$ cat config.mk
export PLATFORM = sky130hd
export DESIGN_NAME = rstseq_top
export DESIGN_NICKNAME = d
export VERILOG_FILES = /design/src/rtl/rstseq_pkg.sv /design/src/rtl/rstseq_pg_sync.sv /design/src/rtl/rstseq_clkdiv.sv /design/src/rtl/rstseq_loader.sv /design/src/rtl/rstseq_rstctl.sv /design/src/rtl/rstseq_top.sv
export SDC_FILE = /design/constraint.sdc
export NUM_CORES = 1
export LEC_CHECK = 0
export BUFFER_PORTS_ARGS = -buffer_cell sky130_fd_sc_hd__buf_2
export CAP_MARGIN = 40
export CORE_MARGIN = 2
export CORE_UTILIZATION = 30
export CTS_BUF_LIST = sky130_fd_sc_hd__clkbuf_2 sky130_fd_sc_hd__clkbuf_4 sky130_fd_sc_hd__clkbuf_8
export DETAILED_ROUTE_END_ITERATION = 7
export HOLD_SLACK_MARGIN = 0.12
export PLACE_DENSITY = 0.56
export SLEW_MARGIN = 40
export SYNTH_ARGS = -nofsm -noshare
export SYNTH_HDL_FRONTEND = slang
export SYNTH_SLANG_ARGS = --single-unit
$ cat constraint.sdc
create_clock -name clk -period 4.75 [get_ports clk]
set_input_delay 0.475 -clock clk [delete_from_list [all_inputs] [get_ports clk]]
set_output_delay 0.475 -clock clk [all_outputs]
set_load 0.005 [all_outputs]
$ cat src/rtl/rstseq_pkg.sv
package rstseq_pkg;

  typedef enum logic [1:0] {
    RK_NONE = 2'd0,
    RK_WARM = 2'd1,
    RK_COLD = 2'd2
  } rst_kind_e;

  // Both pins low is a cold reset; the reset pin alone is a warm reset.
  function automatic rst_kind_e classify(input logic cold_n, input logic req_n);
    if (!req_n && !cold_n) return RK_COLD;
    if (!req_n)            return RK_WARM;
    return RK_NONE;
  endfunction

endpackage

$ cat src/rtl/rstseq_pg_sync.sv
module rstseq_pg_sync #(
  parameter int STAGES = 2
) (
  input  logic clk,
  input  logic pg_raw,
  output logic pg_ok
);

  generate
    if (STAGES == 1) begin : g_one
      logic q;
      always_ff @(posedge clk or negedge pg_raw) begin
        if (!pg_raw) q <= 1'b0;
        else         q <= 1'b1;
      end
      assign pg_ok = q;
    end else begin : g_many
      logic [STAGES-1:0] sh;
      always_ff @(posedge clk or negedge pg_raw) begin
        if (!pg_raw) sh <= '0;
        else         sh <= {sh[STAGES-2:0], 1'b1};
      end
      assign pg_ok = sh[STAGES-1];
    end
  endgenerate

endmodule

$ cat src/rtl/rstseq_clkdiv.sv
module rstseq_clkdiv #(
  parameter int DIV_LOG2 = 8
) (
  input  logic clk,
  input  logic pg_raw,
  input  logic pg_ok,
  output logic mode_clk,
  output logic tick
);

  localparam int HALF = 2 ** (DIV_LOG2 - 1);
  localparam logic [DIV_LOG2-1:0] TICK_AT = DIV_LOG2'(HALF - 1);
  localparam logic [DIV_LOG2-1:0] WRAP_AT = {DIV_LOG2{1'b1}};

  logic [DIV_LOG2-1:0] cnt;

  always_ff @(posedge clk or negedge pg_raw) begin
    if (!pg_raw)     cnt <= '0;
    else if (!pg_ok) cnt <= '0;
    else             cnt <= cnt + DIV_LOG2'(1);
  end

  assign mode_clk = cnt[DIV_LOG2-1];
  assign tick     = pg_ok && (cnt == TICK_AT);


  mclk_steady_chk: assert property (@(posedge clk) disable iff (!pg_ok)
    (cnt != TICK_AT && cnt != WRAP_AT) |=> $stable(mode_clk));

endmodule

$ cat src/rtl/rstseq_loader.sv
module rstseq_loader #(
  parameter int MODE_BITS = 16
) (
  input  logic                 clk,
  input  logic                 pg_raw,
  input  logic                 pg_ok,
  input  logic                 hold,
  input  logic                 tick,
  input  logic                 din,
  output logic [MODE_BITS-1:0] word,
  output logic                 valid
);

  localparam int CW = $clog2(MODE_BITS + 1);
  localparam logic [CW-1:0] LAST = CW'(MODE_BITS - 1);

  logic [CW-1:0]        bit_cnt;
  logic [MODE_BITS-1:0] shifted;

  generate
    if (MODE_BITS == 1) begin : g_single
      assign shifted = din;
    end else begin : g_wide
      assign shifted = {din, word[MODE_BITS-1:1]};
    end
  endgenerate

  always_ff @(posedge clk or negedge pg_raw) begin
    if (!pg_raw) begin
      word    <= '0;
      bit_cnt <= '0;
      valid   <= 1'b0;
    end else if (!pg_ok) begin
      word    <= '0;
      bit_cnt <= '0;
      valid   <= 1'b0;
    end else if (hold) begin
      bit_cnt <= '0;
      valid   <= 1'b0;
    end else if (tick && !valid) begin
      word    <= shifted;
      bit_cnt <= bit_cnt + CW'(1);
      if (bit_cnt == LAST) valid <= 1'b1;
    end
  end


  word_only_on_tick_chk: assert property (@(posedge clk) disable iff (!pg_ok)
    !tick |=> $stable(word));


  word_frozen_chk: assert property (@(posedge clk) disable iff (!pg_ok)
    valid |=> $stable(word));

endmodule

$ cat src/rtl/rstseq_rstctl.sv
module rstseq_rstctl
  import rstseq_pkg::*;
(
  input  logic clk,
  input  logic pg_raw,
  input  logic pg_ok,
  input  logic cold_rst_n,
  input  logic rst_n,
  input  logic mode_valid,
  output logic core_rst_n,
  output logic rst_is_cold
);

  rst_kind_e kind;
  logic      core_arst_n;

  assign kind        = classify(cold_rst_n, rst_n);
  assign core_arst_n = pg_raw & rst_n;

  // The reset pin clears the release flop directly, so assertion needs no clock.
  always_ff @(posedge clk or negedge core_arst_n) begin
    if (!core_arst_n) core_rst_n <= 1'b0;
    else if (!pg_ok)  core_rst_n <= 1'b0;
    else              core_rst_n <= cold_rst_n & mode_valid;
  end

  always_ff @(posedge clk or negedge pg_raw) begin
    if (!pg_raw)     rst_is_cold <= 1'b1;
    else if (!pg_ok) rst_is_cold <= 1'b1;
    else begin
      case (kind)
        RK_COLD: rst_is_cold <= 1'b1;
        RK_WARM: rst_is_cold <= 1'b0;
        default: rst_is_cold <= rst_is_cold;
      endcase
    end
  end


  core_needs_mode_chk: assert property (@(posedge clk) disable iff (!pg_ok)
    core_rst_n |-> mode_valid);

endmodule

$ cat src/rtl/rstseq_top.sv
module rstseq_top #(
  parameter int MODE_BITS   = 16,
  parameter int DIV_LOG2    = 8,
  parameter int SYNC_STAGES = 2
) (
  input  logic                 clk,
  input  logic                 pwr_good,
  input  logic                 cold_rst_n,
  input  logic                 rst_n,
  input  logic                 mode_din,
  output logic                 mode_clk,
  output logic [MODE_BITS-1:0] mode_word,
  output logic                 mode_valid,
  output logic                 rst_is_cold,
  output logic                 core_rst_n
);

  logic pg_ok;
  logic tick;

  rstseq_pg_sync #(.STAGES(SYNC_STAGES)) u_sync (
    .clk    (clk),
    .pg_raw (pwr_good),
    .pg_ok  (pg_ok)
  );

  rstseq_clkdiv #(.DIV_LOG2(DIV_LOG2)) u_div (
    .clk      (clk),
    .pg_raw   (pwr_good),
    .pg_ok    (pg_ok),
    .mode_clk (mode_clk),
    .tick     (tick)
  );

  rstseq_loader #(.MODE_BITS(MODE_BITS)) u_load (
    .clk    (clk),
    .pg_raw (pwr_good),
    .pg_ok  (pg_ok),
    .hold   (!cold_rst_n),
    .tick   (tick),
    .din    (mode_din),
    .word   (mode_word),
    .valid  (mode_valid)
  );

  rstseq_rstctl u_ctl (
    .clk         (clk),
    .pg_raw      (pwr_good),
    .pg_ok       (pg_ok),
    .cold_rst_n  (cold_rst_n),
    .rst_n       (rst_n),
    .mode_valid  (mode_valid),
    .core_rst_n  (core_rst_n),
    .rst_is_cold (rst_is_cold)
  );


  warm_keeps_mode_chk: assert property (@(posedge clk) disable iff (!pg_ok)
    (!rst_n && cold_rst_n && mode_valid) |=> mode_valid);


  cold_drops_mode_chk: assert property (@(posedge clk) disable iff (!pg_ok)
    (!rst_n && !cold_rst_n) |=> (!mode_valid && rst_is_cold));

endmodule

# After elaboration in Yosys (flattened, before gate mapping)
# Cells that the tools add are included.
[word_totals] regBits=34 word_cells=49 in_bits=5
[classes] addsub=2 n_eq_ne=9 n_mux=21 n_bitwise=2 n_reduce_logical=8
[ops] op="2-to-1 mux 16 bit" n=3
[ops] op="2-to-1 mux 5 bit" n=3
[ops] op="2-to-1 mux 1 bit" n=9
[ops] op="adder 8 x 1 -> 8 bit (second input constant)" n=1
[ops] op="equality test 8 x 7 -> 1 bit (second input constant)" n=1
[ops] op="2-to-1 mux 2 bit" n=4
[ops] op="2-to-1 mux 8 bit" n=1
[ops] op="inequality test 3 x 2 -> 1 bit (second input constant)" n=2
[ops] op="adder 5 x 1 -> 5 bit (second input constant)" n=1
[ops] op="equality test 5 x 4 -> 1 bit (second input constant)" n=1
[ops] op="AND reduction 2 bit" n=2
[ops] op="logical AND 1 bit" n=3
[ops] op="logical NOT 1 bit" n=3
[ops] op="inequality test 3 x 1 -> 1 bit (second input constant)" n=1
[ops] op="AND 1 bit" n=2
[ops] op="equality test 2 x 1 -> 1 bit (second input constant)" n=1
[ops] op="equality test 2 bit (second input constant)" n=1
[ops] op="inequality test 2 x 1 -> 1 bit (second input constant)" n=1
[ops] op="inequality test 2 bit (second input constant)" n=1
[ops] op="case mux 1 bit (2 select lines)" n=1

# Logic depth before layout (Yosys ltp)
# Gate-level depths: netlist of the first run.
[depth] depth_word=9 ltp_mapped=5

# Hierarchy
# A second synthesis of the first run with hierarchy kept.
[unflattened] cells_unflattened=142 area_unflattened_um2=1485.2
[by_module_without_submodules] mod="rstseq_loader" area_each_um2=983.4 cells_each=99 instances=1 seq_area_each_um2=550.5
[by_module_without_submodules] mod="rstseq_clkdiv" area_each_um2=367.9 cells_each=33 instances=1 seq_area_each_um2=200.2
[by_module_without_submodules] mod="rstseq_rstctl" area_each_um2=76.3 cells_each=6 instances=1 seq_area_each_um2=51.3
[by_module_without_submodules] mod="rstseq_pg_sync" area_each_um2=53.8 cells_each=3 instances=1 seq_area_each_um2=50.0
[by_module_without_submodules] mod="rstseq_top" area_each_um2=3.8 cells_each=1 instances=1 seq_area_each_um2=0.0

# Least setup slack after synthesis of the first run
# OpenSTA, ideal clock, no wires.
[synth_timing] kind="reg-to-reg" from="register u_div.cnt[0]" to="register u_load.word[13]" synth_period_minus_slack_ns=1.504 arrival_time_ns=1.424 required_ns=4.671 n_path_buf=1 path_stages_with_launch=6 setup_slack_ns=3.246 path_cell_list="dfrtp_1 > ha_1 > and4bb_2 > nand3_4 > buf_6 > mux2i_1"
[synth_via] elab_chain_len=5
[synth_rtl] item="start, declared" line_no="rstseq_clkdiv.sv:15" source="logic [DIV_LOG2-1:0] cnt;"
[synth_rtl] item="start signal, assigned" line_no="rstseq_clkdiv.sv:20" source="else cnt <= cnt + DIV_LOG2'(1);"
[synth_rtl] item="equality test 8 x 7 -> 1 bit" line_no="rstseq_clkdiv.sv:24" source="assign tick = pg_ok && (cnt == TICK_AT);"
[synth_rtl] item="logical AND 1 bit" line_no="rstseq_clkdiv.sv:24"
[synth_rtl] item="logical AND 1 bit" line_no="rstseq_loader.sv:40" source="end else if (tick && !valid) begin"
[synth_rtl] item="inequality test 2 x 1 -> 1 bit (no line)"
[synth_rtl] item="AND reduction 2 bit (no line)"
[synth_rtl] item="end signal, assigned" line_no="rstseq_loader.sv:41" source="word <= shifted;"
[synth_rtl] item="end, declared" line_no="rstseq_loader.sv:10" source="output logic [MODE_BITS-1:0] word,"
# No other way between the ends.
# A chain may end at the register's enable or synchronous reset.

# Final worst setup path of the first run
[layout_timing] from="register u_div.cnt[0]" to="register u_load.word[1]"
# The elaborated chain is that of the path after synthesis.

==> impl_metrics.prom, run 1 <==
# TYPE chip_impl_metric gauge
chip_impl_metric{name="globalRouteOverflowTotal",unit=""} 0
chip_impl_metric{name="worst_hold_slack",unit="ns"} 0.1201
chip_impl_metric{name="hold_fails_final_rpt",unit=""} 0
chip_impl_metric{name="period_utilization",unit="%"} 34.45
chip_impl_metric{name="arrival",unit="ns"} 1.79
chip_impl_metric{name="yosysTopAreaCellShare",unit="%"} 55.88
chip_impl_metric{name="worst-endpoint-required",unit="ns"} 4.90
chip_impl_metric{name="num_rows",unit=""} 25
chip_impl_info{name="worst_r2r_startpoint",value="u_div.cnt[0]"} 1
chip_impl_metric{name="drtAntennaViolNets",unit=""} 0
chip_impl_metric{name="num_io_pins",unit=""} 25
chip_impl_metric{name="drive_gt1_share",unit="%"} 23.42
chip_impl_metric{name="timing.slew.headroom",unit="%"} 56.65
chip_impl_metric{name="synth.avg_cell_area",unit="µm²"} 11.37
chip_impl_metric{name="routed_wirelength",unit="µm"} 2667
chip_impl_metric{name="fp.dieW",unit="µm"} 74.18
chip_impl_metric{name="fp.coreArea",unit="µm²"} 4723
chip_impl_info{name="critPathKind",value="register to register"} 1
chip_impl_metric{name="totalNegativeSetupSlack",unit="ns"} 0
chip_impl_metric{name="synth.yosys.seq_area_share",unit="%"} 57.66
chip_impl_metric{name="cp_max_fo",unit=""} 16
chip_impl_metric{name="finalWeightedCongestion",unit=""} 0.8373
chip_impl_metric{name="syn2layout_area_growth",unit="%"} 19.14
chip_impl_metric{name="synth-edff-count",unit=""} 0
chip_impl_info{name="yosys-top-cells-area",value="dfrtp_1 56%, mux2i_1 11%, nand2_1 5.1%"} 1
chip_impl_metric{name="transition_time_at_the_pin_with_the_least_slew_margin",unit="ns"} 0.6502
chip_impl_metric{name="setup_viol",unit=""} 0
chip_impl_info{name="timing.rr.end",value="u_load.word[1]"} 1
chip_impl_metric{name="via_per_inst",unit=""} 4.702
chip_impl_metric{name="synth-warning-count",unit=""} 0
chip_impl_metric{name="io_buffer_count",unit=""} 24
chip_impl_info{name="startpoint_type",value="register"} 1
chip_impl_info{name="run_status",value="finished clean"} 1
chip_impl_metric{name="post_synthesis_instance_area",unit="µm²"} 1478
chip_impl_metric{name="ys_async_sr_fraction",unit="%"} 100.0
chip_impl_metric{name="synth_cell_types",unit=""} 30
chip_impl_metric{name="grt_max_degree",unit=""} 35
chip_impl_metric{name="htree_num_levels",unit=""} 2
chip_impl_metric{name="post-cts-setup-buffers",unit=""} 0
chip_impl_info{name="netlist.top_cell.by_area",value="dfrtp_1"} 1
chip_impl_metric{name="first_global_vias",unit=""} 1051
chip_impl_metric{name="number_of_gates_resized_after_cts",unit=""} 0
chip_impl_metric{name="groute.usage.overall",unit="%"} 10.96
chip_impl_metric{name="hpwlAfterDp",unit="µm"} 1903
chip_impl_metric{name="final_cell_area",unit="µm²"} 1760
chip_impl_metric{name="cts.path.max_buffers",unit=""} 2
chip_impl_metric{name="grt_pass1_wl",unit="µm"} 4623
chip_impl_metric{name="clock_skew",unit="ns"} 0.007591
chip_impl_metric{name="synth_seq_cells",unit=""} 34
chip_impl_metric{name="insertedDiodeCount",unit=""} 0
chip_impl_info{name="hold_path_class",value="input pin to async pin"} 1
chip_impl_info{name="most_frequent_cells_after_synthesis",value="33 x dfrtp_1, 20 x nand2_1, 16 x mux2i_1"} 1
chip_impl_metric{name="start_util",unit="%"} 31.28
chip_impl_metric{name="design_power_total",unit="mW"} 0.5319
chip_impl_metric{name="antenna_found_initial",unit=""} 0
chip_impl_metric{name="fmaxAchievable",unit="MHz"} 611.1
chip_impl_metric{name="route.vias.total",unit=""} 1058
chip_impl_metric{name="synth_cells",unit=""} 130
chip_impl_info{name="cts_root_cell",value="clkbuf_8"} 1
chip_impl_metric{name="r2r_cells",unit=""} 4
chip_impl_metric{name="firstDrtPassIters",unit=""} 4
chip_impl_metric{name="post_layout_nonfiller_instances",unit=""} 225
chip_impl_metric{name="timing_max_transition_violations_final",unit=""} 0
chip_impl_metric{name="detailed_place.area",unit="µm²"} 1653
chip_impl_metric{name="drt-wirelength-per-cell",unit="µm"} 11.85
chip_impl_metric{name="max_cap_violations",unit=""} 0
chip_impl_metric{name="drtIter0Drc",unit=""} 63
chip_impl_info{name="end_kind",value="register"} 1
chip_impl_info{name="setup_repair_after_global_routing_missed_its_margin",value="false"} 1
chip_impl_metric{name="power.leakage",unit="nW"} 0.9092
chip_impl_metric{name="clkSlewWorstSetupHoldPaths",unit="ns"} 0.07
chip_impl_metric{name="worst_skew_pair.late_latency",unit="ns"} 0.28
chip_impl_info{name="synth_most_common_cell",value="dfrtp_1"} 1
chip_impl_metric{name="clock-sinks",unit=""} 34
chip_impl_metric{name="placedCellCount",unit=""} 216
chip_impl_metric{name="dieArea",unit="µm²"} 5503
chip_impl_metric{name="peak_supply_drop",unit="V"} 0.0001850
chip_impl_metric{name="fin_crit",unit="ns"} 1.636
chip_impl_metric{name="route.detailed.drc",unit=""} 0
chip_impl_metric{name="finalNetCount",unit=""} 165
chip_impl_info{name="prevailing_post_synth_register_cell",value="dfrtp_1"} 1
chip_impl_metric{name="die_y_extent",unit="µm"} 74.18
chip_impl_info{name="cts_tree",value="built"} 1
chip_impl_metric{name="power_density",unit="nW/µm²"} 302.1
chip_impl_metric{name="syn_nets",unit=""} 138
chip_impl_metric{name="r2r_setup_slack",unit="ns"} 3.11
chip_impl_metric{name="cts_bufs_inserted",unit=""} 5
==> sequential cells by signal (all words and copies together) (netlist names) <==
name / cells
u_ctl.core_rst_n: 1
u_load.bit_cnt: 5
u_sync.g_many.sh: 2
u_ctl.rst_is_cold: 1
u_load.valid: 1
u_div.cnt: 8
u_load.word: 16
==> repair_timing <==
item	4_1_cts	5_1_grt
hold buffers	1	0
endpoints found under the setup margin	0	0
endpoints found under the hold margin	1	0
==> area by class of cell <==
class,count,area [µm²]
Multi-Input combinational cell,87,580.6
Clock buffer,6,82.58
Clock inverter,2,12.51
Inverter,4,16.27
Fill cell,466,2963
Tap cell,67,83.83
Sequential cell,34,852.1
Timing Repair Buffer,25,132.6
==> critical path, stage by stage, from the launching register on <==
cell and delay (ns):
dfrtp_1 0.41, ha_1 0.29, and4bb_2 0.35, nand3_4 0.27, mux2i_1 0.20
==> cells by family after synthesis <==
family | Yosys count | share of synthesized area (%)
fa+ha+maj | 3 | 2.540
other cells | 1 | 0.2538
xor+xnor | 3 | 1.778
compound gates | 18 | 6.943
mux | 16 | 10.84
flops | 34 | 57.66
buf+inv | 9 | 3.048
simple gates | 46 | 16.93
==> where the power goes <==
| group | switching (mW) | leakage, nW | internal (mW) |
|---|---|---|---|
| clock network | 0.100 | 0.0472 | 0.116 |
| registers | 0.00549 | 0.464 | 0.293 |
| logic | 0.0111 | 0.398 | 0.00552 |
| total | 0.117 | 0.909 | 0.415 |
==> per-layer routing <==
layer | GRT usage, % | up-vias | part of all wire (%)
met2 | 17.06 | 29 | 48
met5 | 0 | - | 0
met1 | 14.10 | 519 | 45
met4 | 4.040 | 0 | 1.2
met3 | 3.930 | 3 | 6.1
li1 | - | 507 | -
==> layout by cell type, fill, tap and decap left out <==
cell	count
dlygate4sd3_1	1
nand4bb_2	1
buf_2	23
o31ai_1	2
buf_4	1
dfrtp_1	33
nand2_1	20
dfstp_2	1
or4_1	2
o211ai_1	1
xnor2_1	1
inv_1	3
clkinv_2	1
xor2_1	2
ha_1	3
and4_1	1
and2_1	2
a311oi_1	1
clkbuf_8	6
conb_1	1
nand4_1	1
nand3_1	6
or3_1	4
nor2_1	5
a31oi_1	1
clkinvlp_4	1
a21oi_1	8
nand3_4	1
and3_1	2
mux2i_1	16
o21ai_0	5
and4bb_2	1
clkinvlp_2	1
==> how the worst max path moves through the flow <==
stage	endpoint	startpoint	cells past startpoint	slack, ns
3_3_place_gp	u_load.word[3]	u_div.cnt[0]	4	3.17
4_1_cts	u_load.word[2]	u_div.cnt[0]	4	3.10
3_5_place_dp	u_load.word[13]	u_div.cnt[0]	4	3.12
2_1_floorplan	u_load.word[13]	u_div.cnt[0]	5	3.25
6_report	u_load.word[1]	u_div.cnt[0]	4	3.11
5_1_grt	u_load.word[2]	u_div.cnt[0]	4	2.97
==> through the flow <==
stage               util (%)  setup WS [ns]
floorplan                  -          3.246
global placement       34.99          3.166
detailed placement     34.99          3.118
CTS                    37.22          3.105
global route           37.27          2.974
finish                 37.27          3.114
Power figures use the tool's default switching activity.
==> run 2, diff against run 1 <==
- ABC_AREA: unset -> 1
- clock period: 4.75 -> 1.63 ns (I/O delays scaled with it)
==> impl_metrics.prom, run 2 <==
# TYPE chip_impl_metric gauge
chip_impl_info{name="run_status",value="finished clean"} 1
chip_impl_metric{name="worst_skew_pair.late_latency",unit="ns"} 0.28
chip_impl_metric{name="cts_bufs_inserted",unit=""} 5
chip_impl_metric{name="cp_max_fo",unit=""} 13
chip_impl_info{name="netlist.top_cell.by_area",value="dfrtp_1"} 1
chip_impl_metric{name="fmaxAchievable",unit="MHz"} 724.3
chip_impl_metric{name="globalRouteOverflowTotal",unit=""} 0
chip_impl_metric{name="num_rows",unit=""} 26
chip_impl_metric{name="setup_viol",unit=""} 0
chip_impl_info{name="startpoint_type",value="register"} 1
chip_impl_metric{name="clock-sinks",unit=""} 34
chip_impl_metric{name="detailed_place.area",unit="µm²"} 1764
chip_impl_metric{name="synth.avg_cell_area",unit="µm²"} 8.723
chip_impl_info{name="critPathKind",value="register to register"} 1
chip_impl_metric{name="power_density",unit="nW/µm²"} 894.4
chip_impl_metric{name="post-place-ws",unit="ns"} 0.2214
chip_impl_metric{name="yosysTopAreaCellShare",unit="%"} 52.88
chip_impl_metric{name="synth.yosys.seq_area_share",unit="%"} 54.57
chip_impl_info{name="layout.cells.most_common",value="nand2_1"} 1
chip_impl_info{name="end_kind",value="register"} 1
chip_impl_metric{name="worst-endpoint-required",unit="ns"} 1.85
chip_impl_metric{name="num_io_pins",unit=""} 25
chip_impl_metric{name="syn_nets",unit=""} 187
chip_impl_info{name="synth_most_common_cell",value="nand2_1"} 1
chip_impl_metric{name="clkSlewWorstSetupHoldPaths",unit="ns"} 0.07
chip_impl_metric{name="totalNegativeSetupSlack",unit="ns"} 0
chip_impl_metric{name="hold_fails_final_rpt",unit=""} 0
chip_impl_metric{name="postLayoutSetupSlackWorst",unit="ns"} 0.2493
chip_impl_info{name="yosys-top-cells-area",value="dfrtp_1 53%, nand2_1 14%, nand3_1 6.7%"} 1
chip_impl_metric{name="post_synthesis_instance_area",unit="µm²"} 1561
chip_impl_metric{name="start_util",unit="%"} 30.77
chip_impl_metric{name="route.vias.total",unit=""} 1187
chip_impl_metric{name="route.detailed.drc",unit=""} 0
chip_impl_metric{name="htree_num_levels",unit=""} 2
chip_impl_metric{name="period_utilization",unit="%"} 84.70
chip_impl_metric{name="fillers",unit=""} 544
chip_impl_info{name="setup_repair_after_global_routing_missed_its_margin",value="false"} 1
chip_impl_metric{name="fp.coreArea",unit="µm²"} 5075
chip_impl_metric{name="syn2layout_area_growth",unit="%"} 22.12
chip_impl_metric{name="worst_hold_slack",unit="ns"} 0.1394
chip_impl_metric{name="via_per_inst",unit=""} 4.239
chip_impl_metric{name="max_cap_violations",unit=""} 0
chip_impl_info{name="cts_tree",value="built"} 1
chip_impl_metric{name="final_cell_area",unit="µm²"} 1907
chip_impl_metric{name="drt-wirelength-per-cell",unit="µm"} 11.09
chip_impl_metric{name="synth-warning-count",unit=""} 0
chip_impl_metric{name="firstDrtPassIters",unit=""} 4
chip_impl_info{name="commonest_cells_after_routing_fill_and_taps_aside",value="59 x nand2_1, 33 x dfrtp_1, 24 x buf_2"} 1
chip_impl_metric{name="grt_pass1_wl",unit="µm"} 5313
chip_impl_info{name="max_flop_register",value="u_load.word"} 1
chip_impl_metric{name="dieArea",unit="µm²"} 5798
chip_impl_info{name="hold_path_class",value="input pin to register"} 1
chip_impl_metric{name="synth_cell_types",unit=""} 23
chip_impl_metric{name="synth-edff-count",unit=""} 0
chip_impl_metric{name="io_buffer_count",unit=""} 24
chip_impl_info{name="cts_root_cell",value="clkbuf_8"} 1
chip_impl_metric{name="fin_crit",unit="ns"} 1.381
chip_impl_metric{name="arrival",unit="ns"} 1.60
chip_impl_metric{name="power.leakage",unit="nW"} 1.052
chip_impl_info{name="prevailing_post_synth_register_cell",value="dfrtp_1"} 1
chip_impl_metric{name="finalNetCount",unit=""} 218
chip_impl_metric{name="hpwlAfterDp",unit="µm"} 2157
chip_impl_metric{name="largest_reg_flops",unit=""} 16
chip_impl_metric{name="insertedDiodeCount",unit=""} 0
chip_impl_metric{name="cts.path.max_buffers",unit=""} 2
chip_impl_metric{name="finalWeightedCongestion",unit=""} 0.7670
chip_impl_info{name="leading_registers_by_flop_count",value="u_load.word x16, u_div.cnt x8, u_load.bit_cnt x5"} 1
chip_impl_metric{name="drive_gt1_share",unit="%"} 22.86
chip_impl_metric{name="peak_supply_drop",unit="V"} 0.0003067
chip_impl_metric{name="grt_max_degree",unit=""} 24
chip_impl_metric{name="first_global_vias",unit=""} 1107
chip_impl_metric{name="ys_async_sr_fraction",unit="%"} 100.0
chip_impl_info{name="most_frequent_cells_after_synthesis",value="59 x nand2_1, 33 x dfrtp_1, 21 x nand3_1"} 1
chip_impl_metric{name="drtAntennaViolNets",unit=""} 0
chip_impl_metric{name="timing_max_transition_violations_final",unit=""} 0
chip_impl_metric{name="clock_skew",unit="ns"} 0.003997
chip_impl_metric{name="synth_seq_cells",unit=""} 34
chip_impl_metric{name="fp.dieW",unit="µm"} 76.15
chip_impl_metric{name="synth_cells",unit=""} 179
chip_impl_metric{name="routed_wirelength",unit="µm"} 3105
chip_impl_metric{name="die_y_extent",unit="µm"} 76.15
chip_impl_metric{name="antenna_found_initial",unit=""} 0
chip_impl_metric{name="groute.usage.overall",unit="%"} 11.53
chip_impl_metric{name="drtIter0Drc",unit=""} 76
==> run 2: kinds of logic (layout without fill, tap and decap cells) <==
family / after synthesis / in the layout / share of synthesized area (%)
AO/OA/AOI/OAI: 15 / 15 / 6.491
adder cells (fa/ha/maj): 3 / 3 / 2.404
buffers and inverters: 25 / 56 / 7.131
flip-flops: 34 / 34 / 54.57
other: 1 / 1 / 0.2402
AND/OR/NAND/NOR: 101 / 101 / 29.17
==> run 2: path summary, 6_finish.rpt <==
path | from | endpoint | slack (ns) | depth (start not counted)
min | cold_rst_n | u_ctl.rst_is_cold | 0.14 | 2
max reg2reg | u_sync.g_many.sh[1] | u_load.word[8] | 0.25 | 6
max in group asynchronous | pwr_good | u_ctl.core_rst_n | 0.74 | 5
min in group asynchronous | rst_n | u_ctl.core_rst_n | 0.29 | 4
max | u_sync.g_many.sh[1] | u_load.word[8] | 0.25 | 6
min reg2reg | u_sync.g_many.sh[0] | u_sync.g_many.sh[1] | 0.37 | 0
==> run 2: area by class of cell <==
cell class              count  area [µm²]  area share [%]
repair buffers             30       185.2           9.711
clock buffers               6       82.58           4.331
multi-input cells         120       598.1           31.36
clock inverters             1       30.03           1.575
well taps                  70       87.58           4.593
inverters                  19       71.32           3.740
flip-flops and latches     34       852.1           44.69
==> run 2: what timing repair did <==
| item | CTS | global route |
|---|---|---|
| hold buffers | 3 | 0 |
| buffers inserted | 0 | 0 |
| hold endpoints to repair | 20 | 0 |
| gates resized for setup | 0 | 0 |
==> run 2: through the flow <==
stage / cells / util (%) / power (mW)
after detailed placement: 270 / 34.76 / 0.9434
after global placement: 270 / 34.76 / 0.9433
final: 280 / 37.57 / 1.706
after floorplan: 179 / - / 0.9043
after global routing: 280 / 37.57 / 1.774
after CTS: 280 / 37.57 / 1.740
==> run 2: worst max-delay path, stage by stage, from the launching register on <==
cell     delay [ns]
dfrtp_1        0.46
nand2_1        0.13
nor2_4         0.16
nand3_4        0.12
nor2_4         0.27
nand2_1        0.10
nand2_1        0.08
==> run 2: per-layer routing <==
metal  part of all wire, %  routed length [µm]  vias to the layer above  global-route usage [%]
met1                    50                1564                      533                   16.12
met5                     0                   0                        -                       0
met4                  0.90                  28                        0                   3.818
met2                    44                1377                       27                   16.52
met3                   4.3                 134                        4                   4.265
li1                      -                   -                      623                       -
==> run 2: power by group <==
| group | internal (mW) | switching, mW | leakage [nW] |
|---|---|---|---|
| Sequential | 0.855 | 0.00806 | 0.464 |
| Combinational | 0.0236 | 0.0438 | 0.531 |
| Clock | 0.489 | 0.286 | 0.0573 |
